--- config.mk ---
export PLATFORM = sky130hd
export DESIGN_NAME = ahb_apb_post_bridge
export DESIGN_NICKNAME = d
export VERILOG_FILES = /design/src/rtl/apb_post_pkg.sv /design/src/rtl/apb_tick_gen.sv /design/src/rtl/post_buf.sv /design/src/rtl/apb_seq.sv /design/src/rtl/ahb_apb_post_bridge.sv
export SDC_FILE = /design/constraint.sdc
export NUM_CORES = 1
export LEC_CHECK = 0
export BUFFER_PORTS_ARGS = -buffer_cell sky130_fd_sc_hd__buf_2
export CORE_MARGIN = 2
export CORE_UTILIZATION = 40
export DETAILED_ROUTE_END_ITERATION = 6
export GPL_TIMING_DRIVEN = 0
export SLEW_MARGIN = 20
export SYNTH_ARGS = -nofsm -noshare
export SYNTH_HDL_FRONTEND = slang
export SYNTH_SLANG_ARGS = --single-unit
--- constraint.sdc ---
create_clock -name clk_i -period 2.89 [get_ports clk_i]
set_input_delay 0.289 -clock clk_i [delete_from_list [all_inputs] [get_ports clk_i]]
set_output_delay 0.289 -clock clk_i [all_outputs]
set_load 0.02 [all_outputs]
--- src/rtl/apb_post_pkg.sv ---
package apb_post_pkg;
  typedef enum logic [1:0] {SEQ_IDLE, SEQ_SETUP, SEQ_ACCESS, SEQ_DONE} seq_state_e;
  typedef enum logic [1:0] {PH_NONE, PH_DATA, PH_ERR} ahb_phase_e;
endpackage

--- src/rtl/apb_tick_gen.sv ---
module apb_tick_gen #(
  parameter int DIV_W = 4
) (
  input  logic             clk_i,
  input  logic             rst_ni,
  input  logic             idle_i,
  input  logic [DIV_W-1:0] div_i,
  output logic             tick_o
);
  logic [DIV_W-1:0] div_q, cnt_q, div_eff;

  assign div_eff = (div_i == '0) ? DIV_W'(1) : div_i;
  assign tick_o  = (cnt_q == div_q - DIV_W'(1));

  // ratio only reloads while nothing is in flight
  always_ff @(posedge clk_i or negedge rst_ni) begin
    if (!rst_ni) begin
      div_q <= DIV_W'(1);
      cnt_q <= '0;
    end else if (idle_i) begin
      div_q <= div_eff;
      cnt_q <= '0;
    end else if (tick_o) begin
      cnt_q <= '0;
    end else begin
      cnt_q <= cnt_q + DIV_W'(1);
    end
  end
endmodule

--- src/rtl/post_buf.sv ---
module post_buf #(
  parameter int AW = 16,
  parameter int DW = 32,
  localparam int SW = DW / 8
) (
  input  logic          clk_i,
  input  logic          rst_ni,
  input  logic          load_i,
  input  logic          pop_i,
  input  logic [AW-1:0] addr_i,
  input  logic [DW-1:0] data_i,
  input  logic [SW-1:0] strb_i,
  output logic          valid_o,
  output logic [AW-1:0] addr_o,
  output logic [DW-1:0] data_o,
  output logic [SW-1:0] strb_o
);
  always_ff @(posedge clk_i or negedge rst_ni) begin
    if (!rst_ni) begin
      valid_o <= 1'b0;
      addr_o  <= '0;
      data_o  <= '0;
      strb_o  <= '0;
    end else if (load_i) begin
      valid_o <= 1'b1;
      addr_o  <= addr_i;
      data_o  <= data_i;
      strb_o  <= strb_i;
    end else if (pop_i) begin
      valid_o <= 1'b0;
    end
  end
endmodule

--- src/rtl/apb_seq.sv ---
module apb_seq import apb_post_pkg::*; #(
  parameter int AW = 16,
  parameter int DW = 32,
  localparam int SW = DW / 8
) (
  input  logic          clk_i,
  input  logic          rst_ni,
  input  logic          tick_i,
  input  logic          req_i,
  input  logic          req_write_i,
  input  logic [AW-1:0] req_addr_i,
  input  logic [DW-1:0] req_data_i,
  input  logic [SW-1:0] req_strb_i,
  output logic          start_o,
  output logic          idle_o,
  output logic          done_o,
  output logic          err_o,
  output logic [DW-1:0] rdata_o,
  output logic          psel_o,
  output logic          penable_o,
  output logic          pwrite_o,
  output logic [AW-1:0] paddr_o,
  output logic [DW-1:0] pwdata_o,
  output logic [SW-1:0] pstrb_o,
  input  logic [DW-1:0] prdata_i,
  input  logic          pready_i,
  input  logic          pslverr_i
);
  seq_state_e state_q;

  assign idle_o    = (state_q == SEQ_IDLE);
  assign done_o    = (state_q == SEQ_DONE);
  assign start_o   = idle_o && tick_i && req_i;
  assign psel_o    = (state_q == SEQ_SETUP) || (state_q == SEQ_ACCESS);
  assign penable_o = (state_q == SEQ_ACCESS);

  always_ff @(posedge clk_i or negedge rst_ni) begin
    if (!rst_ni) begin
      state_q  <= SEQ_IDLE;
      pwrite_o <= 1'b0;
      paddr_o  <= '0;
      pwdata_o <= '0;
      pstrb_o  <= '0;
      rdata_o  <= '0;
      err_o    <= 1'b0;
    end else begin
      unique case (state_q)
        SEQ_IDLE: if (start_o) begin
          state_q  <= SEQ_SETUP;
          pwrite_o <= req_write_i;
          paddr_o  <= req_addr_i;
          pwdata_o <= req_data_i;
          pstrb_o  <= req_strb_i;
        end
        SEQ_SETUP: if (tick_i) state_q <= SEQ_ACCESS;
        SEQ_ACCESS: if (tick_i && pready_i) begin
          state_q <= SEQ_DONE;
          rdata_o <= prdata_i;
          err_o   <= pslverr_i;
        end
        default: state_q <= SEQ_IDLE;
      endcase
    end
  end
endmodule

--- src/rtl/ahb_apb_post_bridge.sv ---
module ahb_apb_post_bridge import apb_post_pkg::*; #(
  parameter int AW    = 16,
  parameter int DW    = 32,
  parameter int DIV_W = 4,
  localparam int SW   = DW / 8
) (
  input  logic             clk_i,
  input  logic             rst_ni,
  input  logic [DIV_W-1:0] div_i,
  input  logic             hsel_i,
  input  logic [1:0]       htrans_i,
  input  logic             hwrite_i,
  input  logic             hprot_buf_i,
  input  logic [AW-1:0]    haddr_i,
  input  logic [SW-1:0]    hwstrb_i,
  input  logic [DW-1:0]    hwdata_i,
  output logic [DW-1:0]    hrdata_o,
  output logic             hready_o,
  output logic             hresp_o,
  output logic             psel_o,
  output logic             penable_o,
  output logic             pwrite_o,
  output logic [AW-1:0]    paddr_o,
  output logic [DW-1:0]    pwdata_o,
  output logic [SW-1:0]    pstrb_o,
  input  logic [DW-1:0]    prdata_i,
  input  logic             pready_i,
  input  logic             pslverr_i,
  output logic             busy_o,
  output logic             post_err_o
);
  ahb_phase_e    phase_q;
  logic [AW-1:0] cur_addr_q;
  logic          cur_write_q, cur_buf_q, issued_q;
  logic          buf_valid, buf_load, buf_pop;
  logic [AW-1:0] buf_addr;
  logic [DW-1:0] buf_data;
  logic [SW-1:0] buf_strb;
  logic          tick, seq_idle, seq_start, seq_done, seq_err;
  logic          cur_post, direct_req, seq_req, accept, bridge_idle;
  logic          req_write;
  logic [AW-1:0] req_addr;
  logic [DW-1:0] req_data;
  logic [SW-1:0] req_strb;
  logic          unused_trans0;

  assign unused_trans0 = htrans_i[0];
  assign cur_post      = cur_write_q && cur_buf_q;
  assign accept        = hsel_i && htrans_i[1] && hready_o;
  assign bridge_idle   = !buf_valid && seq_idle && (phase_q == PH_NONE);
  assign direct_req    = (phase_q == PH_DATA) && !cur_post && !buf_valid && !issued_q;
  assign buf_load      = (phase_q == PH_DATA) && cur_post && !buf_valid;
  assign buf_pop       = seq_done && buf_valid;
  assign seq_req       = buf_valid || direct_req;
  assign busy_o        = buf_valid;

  // posted entry always goes first: that is what orders reads behind it
  always_comb begin
    if (buf_valid) begin
      req_write = 1'b1;
      req_addr  = buf_addr;
      req_data  = buf_data;
      req_strb  = buf_strb;
    end else begin
      req_write = cur_write_q;
      req_addr  = cur_addr_q;
      req_data  = hwdata_i;
      req_strb  = cur_write_q ? hwstrb_i : '0;
    end
  end

  always_comb begin
    hready_o = 1'b1;
    hresp_o  = 1'b0;
    unique case (phase_q)
      PH_ERR: hresp_o = 1'b1;
      PH_DATA: begin
        if (cur_post) begin
          hready_o = !buf_valid;
        end else begin
          hready_o = issued_q && seq_done && !seq_err;
          hresp_o  = issued_q && seq_done && seq_err;
        end
      end
      default: ;
    endcase
  end

  always_ff @(posedge clk_i or negedge rst_ni) begin
    if (!rst_ni) begin
      phase_q     <= PH_NONE;
      cur_addr_q  <= '0;
      cur_write_q <= 1'b0;
      cur_buf_q   <= 1'b0;
      issued_q    <= 1'b0;
      post_err_o  <= 1'b0;
    end else begin
      if (phase_q == PH_DATA && !cur_post && issued_q && seq_done && seq_err)
        phase_q <= PH_ERR;
      else if (hready_o)
        phase_q <= accept ? PH_DATA : PH_NONE;
      if (accept) begin
        cur_addr_q  <= haddr_i;
        cur_write_q <= hwrite_i;
        cur_buf_q   <= hprot_buf_i;
      end
      if (seq_start && !buf_valid) issued_q <= 1'b1;
      else if (seq_done)           issued_q <= 1'b0;
      if (buf_pop && seq_err) post_err_o <= 1'b1;
    end
  end

  apb_tick_gen #(.DIV_W(DIV_W)) u_tick (
    .clk_i (clk_i), .rst_ni(rst_ni), .idle_i(bridge_idle), .div_i(div_i), .tick_o(tick)
  );

  post_buf #(.AW(AW), .DW(DW)) u_buf (
    .clk_i  (clk_i),    .rst_ni (rst_ni),
    .load_i (buf_load), .pop_i  (buf_pop),
    .addr_i (cur_addr_q), .data_i (hwdata_i), .strb_i (hwstrb_i),
    .valid_o(buf_valid), .addr_o (buf_addr), .data_o (buf_data), .strb_o (buf_strb)
  );

  apb_seq #(.AW(AW), .DW(DW)) u_seq (
    .clk_i      (clk_i),     .rst_ni     (rst_ni),    .tick_i    (tick),
    .req_i      (seq_req),   .req_write_i(req_write), .req_addr_i(req_addr),
    .req_data_i (req_data),  .req_strb_i (req_strb),
    .start_o    (seq_start), .idle_o     (seq_idle),  .done_o    (seq_done),
    .err_o      (seq_err),   .rdata_o    (hrdata_o),
    .psel_o     (psel_o),    .penable_o  (penable_o), .pwrite_o  (pwrite_o),
    .paddr_o    (paddr_o),   .pwdata_o   (pwdata_o),  .pstrb_o   (pstrb_o),
    .prdata_i   (prdata_i),  .pready_i   (pready_i),  .pslverr_i (pslverr_i)
  );
endmodule

; ---- Word level (Yosys, flattened, before mapping)
; Cells that the tools add are included.
[op_classes]
addsub = 2
n_eq_ne = 9
muxes = 23
reduce_logical = 37
[ops]
columns = cell, count
row1 = 2-to-1 mux 32 bit, 1
row2 = logical AND 1 bit, 22
row3 = 2-to-1 mux 4 bit, 5
row4 = 2-to-1 mux 16 bit, 1
row5 = 2-to-1 mux 2 bit, 5
row6 = 2-to-1 mux 1 bit, 9
row7 = equality test 2 bit (second input constant), 3
row8 = inequality test 2 x 1 -> 1 bit (second input constant), 3
row9 = case mux 2 bit (3 select lines), 1
row10 = nonzero test 2 bit, 3
row11 = adder 4 x 1 -> 4 bit (second input constant), 1
row12 = equality test 2 x 1 -> 1 bit (second input constant), 2
row13 = equality test 4 bit, 1
row14 = zero test 1 bit, 4
row15 = zero test 2 bit, 2
row16 = zero test 4 bit, 1
row17 = AND reduction 2 bit, 2
row18 = subtractor 4 x 1 -> 4 bit (second input constant), 1
row19 = AND reduction 3 bit, 1
row20 = logical OR 1 bit, 2
row21 = case mux 1 bit (2 select lines), 1
[totals]
ff_bits = 171

; ---- Depth between registers and ports, before layout
; Gate-level depths: netlist of the first run.
[logic_depth]
ltp_word = 9
ltp_mapped = 9

; ---- Hierarchy
; A second synthesis of the first run with hierarchy kept.
[unflattened]
hier_cells = 477
hier_area_um2 = 7601.0
[by_module_without_submodules]
columns = module, instances, cells_each, area_each_um2, seq_area_each_um2
row1 = apb_seq, 1, 199, 3349.5, 2202.1
row2 = post_buf, 1, 113, 2218.4, 1326.3
row3 = ahb_apb_post_bridge, 1, 129, 1605.3, 550.5
row4 = apb_tick_gen, 1, 36, 427.9, 201.4

; ---- Least setup slack after synthesis of the first run
; No wires, ideal clock.
[synth_timing]
path_kind = register to register
start = register u_tick.div_q[0]
end = register u_seq.rdata_o[10]
arrival_time_ns = 2.196
slack_ns = 0.569
path_stages_with_launch = 10
n_path_buf = 2
period_less_slack_ns = 2.321
cell_sequence = dfstp_2 > inv_1 > ha_1 > xnor3_1 > nand3_2 > nor2_1 > and3_1 > buf_2 > buf_6 > mux2_2
[synth_via]
elab_chain_cells = 4
[synth_rtl]
columns = item, line_no
row1 = from (decl), apb_tick_gen.sv:10  ; logic [DIV_W-1:0] div_q, cnt_q, div_eff;
row2 = from (signal assigned), apb_tick_gen.sv:21  ; div_q <= div_eff;
row3 = subtractor 4 x 1 -> 4 bit, apb_tick_gen.sv:13  ; assign tick_o = (cnt_q == div_q - DIV_W'(1));
row4 = equality test 4 bit, apb_tick_gen.sv:13
row5 = logical AND 1 bit, apb_seq.sv:56  ; SEQ_ACCESS: if (tick_i && pready_i) begin
row6 = AND reduction 2 bit (no source line), -
row7 = to (signal assigned), apb_seq.sv:58  ; rdata_o <= prdata_i;
row8 = to (decl), apb_seq.sv:18  ; output logic [DW-1:0] rdata_o,
; No other way between the ends.
; A chain may end at the register's enable or synchronous reset.

; ---- Worst setup path after layout of the first run
[layout_timing]
start = register u_tick.div_q[0]
end = register u_seq.pwdata_o[25]
[layout_via]
elab_chain_cells = 5
[layout_rtl]
columns = item, line_no
row1 = subtractor 4 x 1 -> 4 bit, apb_tick_gen.sv:13
row2 = equality test 4 bit, apb_tick_gen.sv:13
row3 = logical AND 1 bit (2 in a row), apb_seq.sv:33  ; assign start_o = idle_o && tick_i && req_i;
row4 = AND reduction 2 bit (no source line), -
row5 = to (signal assigned), apb_seq.sv:52  ; pwdata_o <= req_data_i;
row6 = to (decl), apb_seq.sv:23  ; output logic [DW-1:0] pwdata_o,
; No other way between the ends.

==> results of run 1 <==
-- stage by stage --
stage	instance area, um2	power [mW]
floorplan	7090	6.64
global placement	8300	7.70
detailed placement	8340	7.89
CTS	8950	10.2
global route	8970	10.8
finish	8970	10.1
-- timing repair --
item                                   in CTS  in global routing
setup buffers                               0                  2
setup endpoints to repair                   0                 16
endpoints found under the hold margin      76                  0
hold buffers                                1                  0
resized for setup                           0                  2
-- flip-flops by register name, indices dropped and copies added (netlist names), 2 cells and up --
signal / flops
u_tick.cnt_q: 4
u_seq.pwdata_o: 32
u_seq.state_q: 2
u_seq.pstrb_o: 4
phase_q: 2
u_buf.addr_o: 16
u_tick.div_q: 4
u_seq.rdata_o: 32
cur_addr_q: 16
u_buf.strb_o: 4
u_seq.paddr_o: 16
u_buf.data_o: 32
-- power breakdown --
group,switching [mW],internal [mW],leakage (nW)
Sequential,0.583,3.45,2.02
Clock,0.939,1.35,0.289
Combinational,2.09,1.68,1.97
Total,3.61,6.49,4.28
-- how the worst max path moves through the flow --
| stage | from | endpoint | slack (ns) | cells past startpoint |
|---|---|---|---|---|
| global route | u_tick.div_q[0] | u_seq.pwdata_o[26] | 0.18 | 9 |
| detailed placement | u_tick.div_q[0] | u_seq.pstrb_o[3] | 0.09 | 7 |
| finish | u_tick.div_q[0] | u_seq.pwdata_o[25] | 0.33 | 9 |
| CTS | u_tick.div_q[0] | u_seq.pstrb_o[3] | 0.07 | 7 |
| global placement | rst_ni | u_seq.pwdata_o[0] | -1.00 | 1 |
| floorplan | u_tick.div_q[0] | u_seq.rdata_o[10] | 0.57 | 9 |
-- layout by cell type (no fill, tap or decap), types with 4 or more instances in the layout --
| master | count |
|---|---|
| nand3_1 | 4 |
| clkbuf_16 | 17 |
| a22oi_1 | 4 |
| o21ai_0 | 4 |
| buf_2 | 194 |
| inv_1 | 11 |
| buf_4 | 5 |
| clkbuf_1 | 11 |
| nor3_1 | 4 |
| nor2_1 | 62 |
| dfrtp_1 | 170 |
| a21oi_1 | 55 |
| mux2_2 | 107 |
| ha_1 | 9 |
| mux2i_1 | 48 |
-- cells by family (layout without fill, tap and decap cells) --
logic type	Yosys count	count (layout)	share of synthesized area, %
muxes	155	155	23.8
DFF	171	171	60.4
buffers and inverters	39	261	2.70
other	0	1	0
and+or+nand+nor	79	79	4.59
adders and majority gates	9	9	1.59
AOI/OAI and AO/OA	72	72	5.91
xor gates and xnor gates	7	7	1.06
-- layer usage --
metal  wire (um)  global-route usage, %  up-vias
met5           0                      0        -
met4         270                   5.61        0
met3         762                   4.30       17
met2        7920                   29.3      130
met1        6940                   21.8     2434
li1            -                      -     2287
-- final cells by class --
class,count,area share [%]
flip-flops and latches,171,47.7
multi-input cells,322,29.2
repair buffers,190,11.1
clock buffers,20,5.20
well taps,225,3.14
plain buffers,28,1.69
clock inverters,12,1.52
inverters,11,0.460
diodes,1,0.0279
==> run summary, run 1 <==
Worst EP arrival - 2.85 ns
top_reg_cell synth - dfrtp_1
Post-Syn Area - 7090 um2
Multi-input gate area - 2620 um2
WP buf/inv - 4
Crit Path Class - reg -> reg
synthesized area per cell - 13.3 um2
Final Hold Vio Count - 0
non-filler instance count after layout - 980
Inst Count DP - 944
max-slew violations - 0
Worst Tran Pin Value - 0.834 ns
starting density of the core - 41.0%
Seq/Total Area, Yosys - 60.4%
Post-synth EDFFs - 0
R2R Setup Slk - 0.33 ns
most numerous cell in the Yosys netlist - dfrtp_1
WHS - 0.0948 ns
Critical R2R Launch - u_tick.div_q[0]
Clock Latency Late Sink - 0.42 ns
Setup TNS Final - 0 ns
post-route antenna net violation count - 0
slowest CP cell - dfstp_2
Worst Path Required - 3.18 ns
Seq cells post-synth - 171
top-level port count - 188
R2R cell count - 9
final worst slack - 0.330 ns
layout cell share with drive strength beyond 1 - 46.4%
initial antenna violation count - 1
FP Rows - 48
1st-pass router iterations - 4
outcome - completed
Worst Hold End - u_seq.rdata_o[18]
die area - 18800 um2
CTS root buf - clkbuf_16
min-delay worst type - in -> reg
nets - 847
Synth area leader - dfrtp_1
Vias/cell - 4.97
Fmax achieved - 391 MHz
Post-synth ARST share - 100%
Syn Inst Count - 532
syn_nets - 638
clock tree sinks - 171
min-delay src - prdata_i[18]
clk_skew - 0.00653 ns
# H-tree levels - 4
fillers - 1526
synth warn - 0
worst hold path depth - 2
Tmin final - 2.56 ns
Final HPWL DP - 11300 um
core area - 17300 um2
Global Route Usage Sum - 17.3%
clk buf depth - 2
WL/cell - 16.2 um
Final setup viols - 0
first-pass GRT wire length - 25200 um
Critical Path Source Type - register
reg2reg end - u_seq.pwdata_o[25]
1st-iter DRT viols - 159
Port Buffers - 186
Die X - 137 um
area occupied by registers - 4280 um2
most instantiated cells after synthesis - dfrtp_1, mux2_2, nor2_1
height of the die - 137 um
total routed wirelength - 15900 um
leakage power - 4.28 nW
CP delay by family, top - buffers and inverters
Max stage delay on crit path - 0.55 ns
unrepaired setup endpoints after global routing - no
drt drc - 0
CTS tree - built
critical path fanouts, max - 10
area delta synth->final - 26.5%
Worst-path clk slew - 0.07 ns
vias in the first global route - 5045
total number of vias - 4868
CTS buffer count - 17
max-cap violations - 0
largest net degree at the start of global routing - 96
Synth area leaders - dfrtp_1, mux2_2, mux2i_1
max_slew headroom - 44.4%
fin crit share - 88.6%
Yosys top cell area share - 60.0%
synth unique cells - 34
grt total ovfl - 0
most used cell, CP - buf_2
routability cong. - 0.757
VDD IR max - 0.474 mV
worst slack at placement - 0.0896 ns
critical path cell sequence - inv_1, ha_1, xnor3_1, nand3_2, a2111oi_4, buf_4, buf_2, buf_2, a21oi_1
Power Density - 1130 nW/um2
Final Core Density - 51.9%
Crit. End Element - register
Power figures use the tool's default switching activity.
==> inputs of run 2 (changes only) <==
clock period = 2.6 ns   (was 2.89 ns; I/O delays follow)
==> run summary, run 2 (synthesis results as in run 1) <==
Global Route Usage Sum - 17.4% (was 17.3%)
max-cap violations - 0 (unchanged)
clk_skew - 0.00718 ns (was 0.00653 ns)
Setup TNS Final - 0 ns (unchanged)
Final setup viols - 0 (unchanged)
Clock Latency Late Sink - 0.42 ns (about the same)
CTS root buf - clkbuf_16 (unchanged)
min-delay src - prdata_i[18] (unchanged)
worst hold path depth - 2 (unchanged)
Critical R2R Launch - u_tick.div_q[0] (unchanged)
Final HPWL DP - 11300 um (unchanged)
Power Density - 1250 nW/um2 (was 1130 nW/um2)
Final Core Density - 52.0% (was 51.9%)
routability cong. - 0.757 (unchanged)
CTS buffer count - 17 (unchanged)
FP Rows - 48 (unchanged)
first-pass GRT wire length - 25300 um (was 25200 um)
total power draw - 11.2 mW (was 10.1 mW)
dpl cell area - 8340 um2 (unchanged)
vias in the first global route - 5069 (was 5045)
commonest non-fill, non-tap cells in the layout - buf_2, dfrtp_1, mux2_2 (unchanged)
reg2reg end - u_seq.rdata_o[4] (was u_seq.pwdata_o[25])
area delta synth->final - 26.9% (was 26.5%)
Worst-path clk slew - 0.07 ns (about the same)
WP buf/inv - 3 (was 4)
grt total ovfl - 0 (unchanged)
Worst EP arrival - 2.77 ns (was 2.85 ns)
Worst Hold End - u_seq.rdata_o[18] (unchanged)
top-level port count - 188 (unchanged)
1st-iter DRT viols - 150 (was 159)
final worst slack - 0.130 ns (was 0.330 ns)
layout cell share with drive strength beyond 1 - 46.8% (was 46.4%)
Port Buffers - 186 (unchanged)
1st-pass router iterations - 4 (unchanged)
post-route cell area - 8990 um2 (was 8970 um2)
# H-tree levels - 4 (unchanged)
unrepaired setup endpoints after global routing - yes (was no)
total number of vias - 4854 (was 4868)
Tmin final - 2.47 ns (was 2.56 ns)
clock tree sinks - 171 (unchanged)
Critical Path Source Type - register (unchanged)
critical path fanouts, max - 10 (unchanged)
Final Hold Vio Count - 0 (unchanged)
leakage power - 4.28 nW (about the same)
Max stage delay on crit path - 0.55 ns (about the same)
Worst Tran Pin Value - 0.826 ns (was 0.834 ns)
largest net degree at the start of global routing - 96 (unchanged)
worst slack at placement - -0.200 ns (was 0.0896 ns)
critical path cell sequence - inv_1, ha_1, xnor3_1, nand3_2, nor2_2, and3_1, clkbuf_4, buf_6, mux2_2 (was inv_1, ha_1, xnor3_1, nand3_2, a2111oi_4, buf_4, buf_2, buf_2, a21oi_1)
height of the die - 137 um (unchanged)
slowest CP cell - dfstp_2 (unchanged)
R2R cell count - 9 (unchanged)
top flop regs - u_buf.data_o (32), u_seq.pwdata_o (32), u_seq.rdata_o (32) (unchanged)
Worst Path Required - 2.90 ns (was 3.18 ns)
Crit. End Element - register (unchanged)
max_slew headroom - 45.0% (was 44.4%)
max-slew violations - 0 (unchanged)
CP delay by family, top - flip-flops (was buffers and inverters)
outcome - completed (unchanged)
die area - 18800 um2 (unchanged)
fillers - 1524 (was 1526)
Crit Path Class - reg -> reg (unchanged)
min-delay worst type - in -> reg (unchanged)
initial antenna violation count - 1 (unchanged)
nets - 848 (was 847)
Die X - 137 um (unchanged)
total routed wirelength - 15900 um (about the same)
CTS tree - built (unchanged)
post-route antenna net violation count - 0 (unchanged)
R2R Setup Slk - 0.13 ns (was 0.33 ns)
Fmax achieved - 405 MHz (was 391 MHz)
commonest non-fill, non-tap cell in the layout - buf_2 (unchanged)
starting density of the core - 41.0% (unchanged)
Vias/cell - 4.95 (was 4.97)
drt drc - 0 (unchanged)
WL/cell - 16.2 um (about the same)
clk buf depth - 2 (unchanged)
fin crit share - 95.0% (was 88.6%)
core area - 17300 um2 (unchanged)
VDD IR max - 0.532 mV (was 0.474 mV)
-- run 2: final cells by class --
class / count / area, um2 / share of cell area [%]
Sequential cell: 171 / 4280 / 47.6
Clock buffer: 20 / 467 / 5.19
Inverter: 11 / 41.3 / 0.459
Clock inverter: 12 / 136 / 1.52
Timing Repair Buffer: 191 / 1000 / 11.1
Buffer: 28 / 165 / 1.84
Tap cell: 225 / 282 / 3.13
Antenna cell: 1 / 2.50 / 0.0278
Multi-Input combinational cell: 322 / 2620 / 29.1
-- run 2: how the worst max path moves through the flow --
stage,slack [ns],cells past startpoint,endpoint,from
global placement,-1.26,1,u_seq.pwdata_o[0],rst_ni
finish,0.13,9,u_seq.rdata_o[4],u_tick.div_q[0]
global route,-0.002,9,u_seq.rdata_o[6],u_tick.div_q[0]
CTS,0.01,9,u_seq.rdata_o[4],u_tick.div_q[0]
floorplan,0.28,9,u_seq.rdata_o[10],u_tick.div_q[0]
detailed placement,-0.20,7,u_seq.pstrb_o[3],u_tick.div_q[0]
-- run 2: layer usage --
metal,up-vias,part of all wire (%),track usage [%]
met5,-,0,0
met4,0,1.7,5.61
met3,16,4.4,4.30
met2,122,50,29.4
met1,2430,44,21.9
li1,2286,-,-
-- run 2: through the flow --
stage	hold slack, ns	instances
floorplan	-0.0356	532
CTS	0.0512	980
global route	0.0445	981
finish	0.0657	981
global placement	0.457	943
detailed placement	0.271	944
-- run 2: report_power, final --
part	internal, mW	leakage, nW	switching [mW]
clock network	1.50	0.289	1.04
logic	1.88	1.97	2.33
registers	3.84	2.02	0.648
-- run 2: worst register-to-register path, stage by stage (launching register included) --
cell	delay, ns
dfstp_2	0.55
inv_1	0.06
ha_1	0.19
xnor3_1	0.38
nand3_2	0.13
nor2_2	0.16
and3_1	0.17
clkbuf_4	0.20
buf_6	0.17
mux2_2	0.35
-- run 2: what timing repair did --
action	in CTS	in global routing
endpoints found under the setup margin	51	52
pin swaps	1	0
hold buffers	1	0
endpoints found under the hold margin	76	0
buffers inserted	3	0
resized for setup	1	8
==> inputs of run 3 (changes only) <==
--- a/config.mk
+++ b/config.mk
@@ -11,4 +11,5 @@
 export DETAILED_ROUTE_END_ITERATION = 6
 export GPL_TIMING_DRIVEN = 0
+export RECOVER_POWER = 25
 export SLEW_MARGIN = 20
 export SYNTH_ARGS = -nofsm -noshare
==> constraint.sdc (replaced) <==
create_clock -name clk_i -period 2.6 [get_ports clk_i]
set_input_delay 0.26 -clock clk_i [delete_from_list [all_inputs] [get_ports clk_i]]
set_output_delay 0.26 -clock clk_i [all_outputs]
set_load 0.05 [all_outputs]
==> run summary, run 3 (synthesis results as in run 1) <==
slowest CP cell - dfstp_2 (unchanged)
CTS buffer count - 17 (unchanged)
clk buf depth - 2 (unchanged)
unrepaired setup endpoints after global routing - yes (unchanged)
CTS tree - built (unchanged)
WL/cell - 16.2 um (about the same)
top flop regs - u_buf.data_o (32), u_seq.pwdata_o (32), u_seq.rdata_o (32) (unchanged)
area occupied by registers - 4280 um2 (unchanged)
clk_skew - 0.0126 ns (was 0.00718 ns)
Inst Count DP - 944 (unchanged)
Final Hold Vio Count - 0 (unchanged)
Final Core Density - 52.0% (about the same)
most used cell, CP - clkbuf_4
layout cell share with drive strength beyond 1 - 44.6% (was 46.8%)
CTS root buf - clkbuf_16 (unchanged)
vias in the first global route - 5151 (was 5069)
critical path fanouts, max - 10 (unchanged)
1st-pass router iterations - 6 (was 4)
initial antenna violation count - 0 (was 1)
max-cap violations - 0 (unchanged)
reg2reg end - u_seq.pwdata_o[28] (was u_seq.rdata_o[4])
Crit. End Element - register (unchanged)
Setup TNS Final - 0 ns (unchanged)
area delta synth->final - 26.8% (was 26.9%)
Power Density - 1420 nW/um2 (was 1250 nW/um2)
Fmax achieved - 402 MHz (was 405 MHz)
Global Route Usage Sum - 17.8% (was 17.4%)
R2R Setup Slk - 0.11 ns (was 0.13 ns)
Max stage delay on crit path - 0.56 ns (was 0.55 ns)
drt drc - 0 (unchanged)
routability cong. - 0.725 (was 0.757)
outcome - completed (unchanged)
min-delay src - prdata_i[12] (was prdata_i[18])
max_slew headroom - 17.3% (was 45.0%)
core area - 17300 um2 (unchanged)
1st-iter DRT viols - 109 (was 150)
total power draw - 12.7 mW (was 11.2 mW)
Multi-input gate area - 2630 um2 (was 2620 um2)
fin crit share - 95.7% (was 95.0%)
Worst-path clk slew - 0.07 ns (about the same)
post-route antenna net violation count - 0 (unchanged)
WP buf/inv - 4 (was 3)
Die X - 137 um (unchanged)
critical path cell sequence - inv_1, ha_1, xnor3_1, nand3_2, a2111oi_4, buf_4, clkbuf_4, clkbuf_4, a21oi_1 (was inv_1, ha_1, xnor3_1, nand3_2, nor2_2, and3_1, clkbuf_4, buf_6, mux2_2)
clock tree sinks - 171 (unchanged)
leakage power - 4.25 nW (was 4.28 nW)
worst hold path depth - 2 (unchanged)
Worst Tran Pin Value - 1.24 ns (was 0.826 ns)
Port Buffers - 186 (unchanged)
grt total ovfl - 0 (unchanged)
nets - 847 (was 848)
Worst Hold End - u_seq.rdata_o[12] (was u_seq.rdata_o[18])
min-delay worst type - in -> reg (unchanged)
Worst Path Required - 2.91 ns (was 2.90 ns)
top-level port count - 188 (unchanged)
commonest non-fill, non-tap cell in the layout - buf_2 (unchanged)
Tmin final - 2.49 ns (was 2.47 ns)
R2R cell count - 9 (unchanged)
largest net degree at the start of global routing - 91 (was 96)
total number of vias - 4799 (was 4854)
Crit Path Class - reg -> reg (unchanged)
height of the die - 137 um (unchanged)
worst slack at placement - -0.178 ns (was -0.200 ns)
total routed wirelength - 15800 um (was 15900 um)
# H-tree levels - 4 (unchanged)
final worst slack - 0.111 ns (was 0.130 ns)
die area - 18800 um2 (unchanged)
Clock Latency Late Sink - 0.43 ns (was 0.42 ns)
Critical Path Source Type - register (unchanged)
VDD IR max - 0.747 mV (was 0.532 mV)
Worst EP arrival - 2.80 ns (was 2.77 ns)
starting density of the core - 41.0% (unchanged)
fillers - 1545 (was 1524)
Final setup viols - 0 (unchanged)
FP Rows - 48 (unchanged)
antenna diode count - 0 (was 1)
first-pass GRT wire length - 25600 um (was 25300 um)
Final HPWL DP - 11200 um (was 11300 um)
Critical R2R Launch - u_tick.div_q[0] (unchanged)
commonest non-fill, non-tap cells in the layout - buf_2, dfrtp_1, mux2_2 (unchanged)
CP delay by family, top - buffers and inverters (was flip-flops)
Vias/cell - 4.90 (was 4.95)
non-filler instance count after layout - 979 (was 981)
max-slew violations - 0 (unchanged)
-- run 3: cell count changes in the layout (fill, tap and decap cells not counted), moves of 2 or more --
cell / previous run / this run
clkbuf_1: 10 / 27
inv_6: 3 / 1
clkinv_4: 2 / 4
buf_2: 189 / 172
clkinvlp_4: 3 / 1
clkbuf_4: 5 / 7
-- run 3: worst register-to-register path, cell delays in order, from the launching register on --
cell       delay (ns)
dfstp_2          0.56
inv_1            0.06
ha_1             0.19
xnor3_1          0.37
nand3_2          0.15
a2111oi_4        0.30
buf_4            0.21
clkbuf_4         0.22
clkbuf_4         0.23
a21oi_1          0.09
-- run 3: where the power goes --
part | switching [mW] | internal [mW] | total [mW]
combinational | 3.77 | 1.86 | 5.63
sequential | 0.651 | 3.84 | 4.49
clock | 1.05 | 1.57 | 2.63
-- run 3: area by class of cell --
| cell class | count | share of cell area [%] |
|---|---|---|
| buffer | 28 | 1.87 |
| clock buffer | 20 | 5.08 |
| clock inverter | 12 | 1.81 |
| inverter | 11 | 0.459 |
| multi-input combinational | 322 | 29.3 |
| sequential | 171 | 47.6 |
| tap | 225 | 3.13 |
| timing repair buffer | 190 | 10.7 |
-- run 3: worst max-delay path by stage --
| stage | from | end | slack, ns | cells past startpoint |
|---|---|---|---|---|
| after global placement | rst_ni | cur_addr_q[9] | -1.29 | 1 |
| after detailed placement | u_tick.div_q[0] | u_seq.paddr_o[0] | -0.18 | 7 |
| final | u_tick.div_q[0] | u_seq.pwdata_o[28] | 0.11 | 9 |
| after floorplan | u_tick.div_q[0] | u_seq.rdata_o[10] | 0.28 | 9 |
| after CTS | u_tick.div_q[0] | u_seq.paddr_o[14] | 0.06 | 8 |
| after global routing | u_tick.div_q[0] | u_seq.pwdata_o[27] | -0.02 | 9 |
-- run 3: through the flow --
step,instance area (um2),hold slack (ns)
after floorplan,7100,-0.0356
after global placement,8310,0.454
after detailed placement,8350,0.323
after CTS,8990,0.0446
after global routing,8990,0.0475
final,8990,0.0606
-- run 3: what timing repair did --
item / 4_1_cts / 5_1_grt
hold endpoints to repair: 88 / 0
hold buffers: 1 / 0
pin swaps: 1 / 0
setup endpoints to repair: 50 / 53
gates resized for setup: 1 / 10
setup buffers: 2 / 0
-- run 3: per-layer routing --
metal / GRT usage (%) / up-vias / wire [um]
li1: - / 2272 / -
met1: 22.3 / 2355 / 6950
met2: 29.5 / 159 / 7560
met3: 6.11 / 13 / 1150
met4: 4.35 / 0 / 148
met5: 0 / - / 0
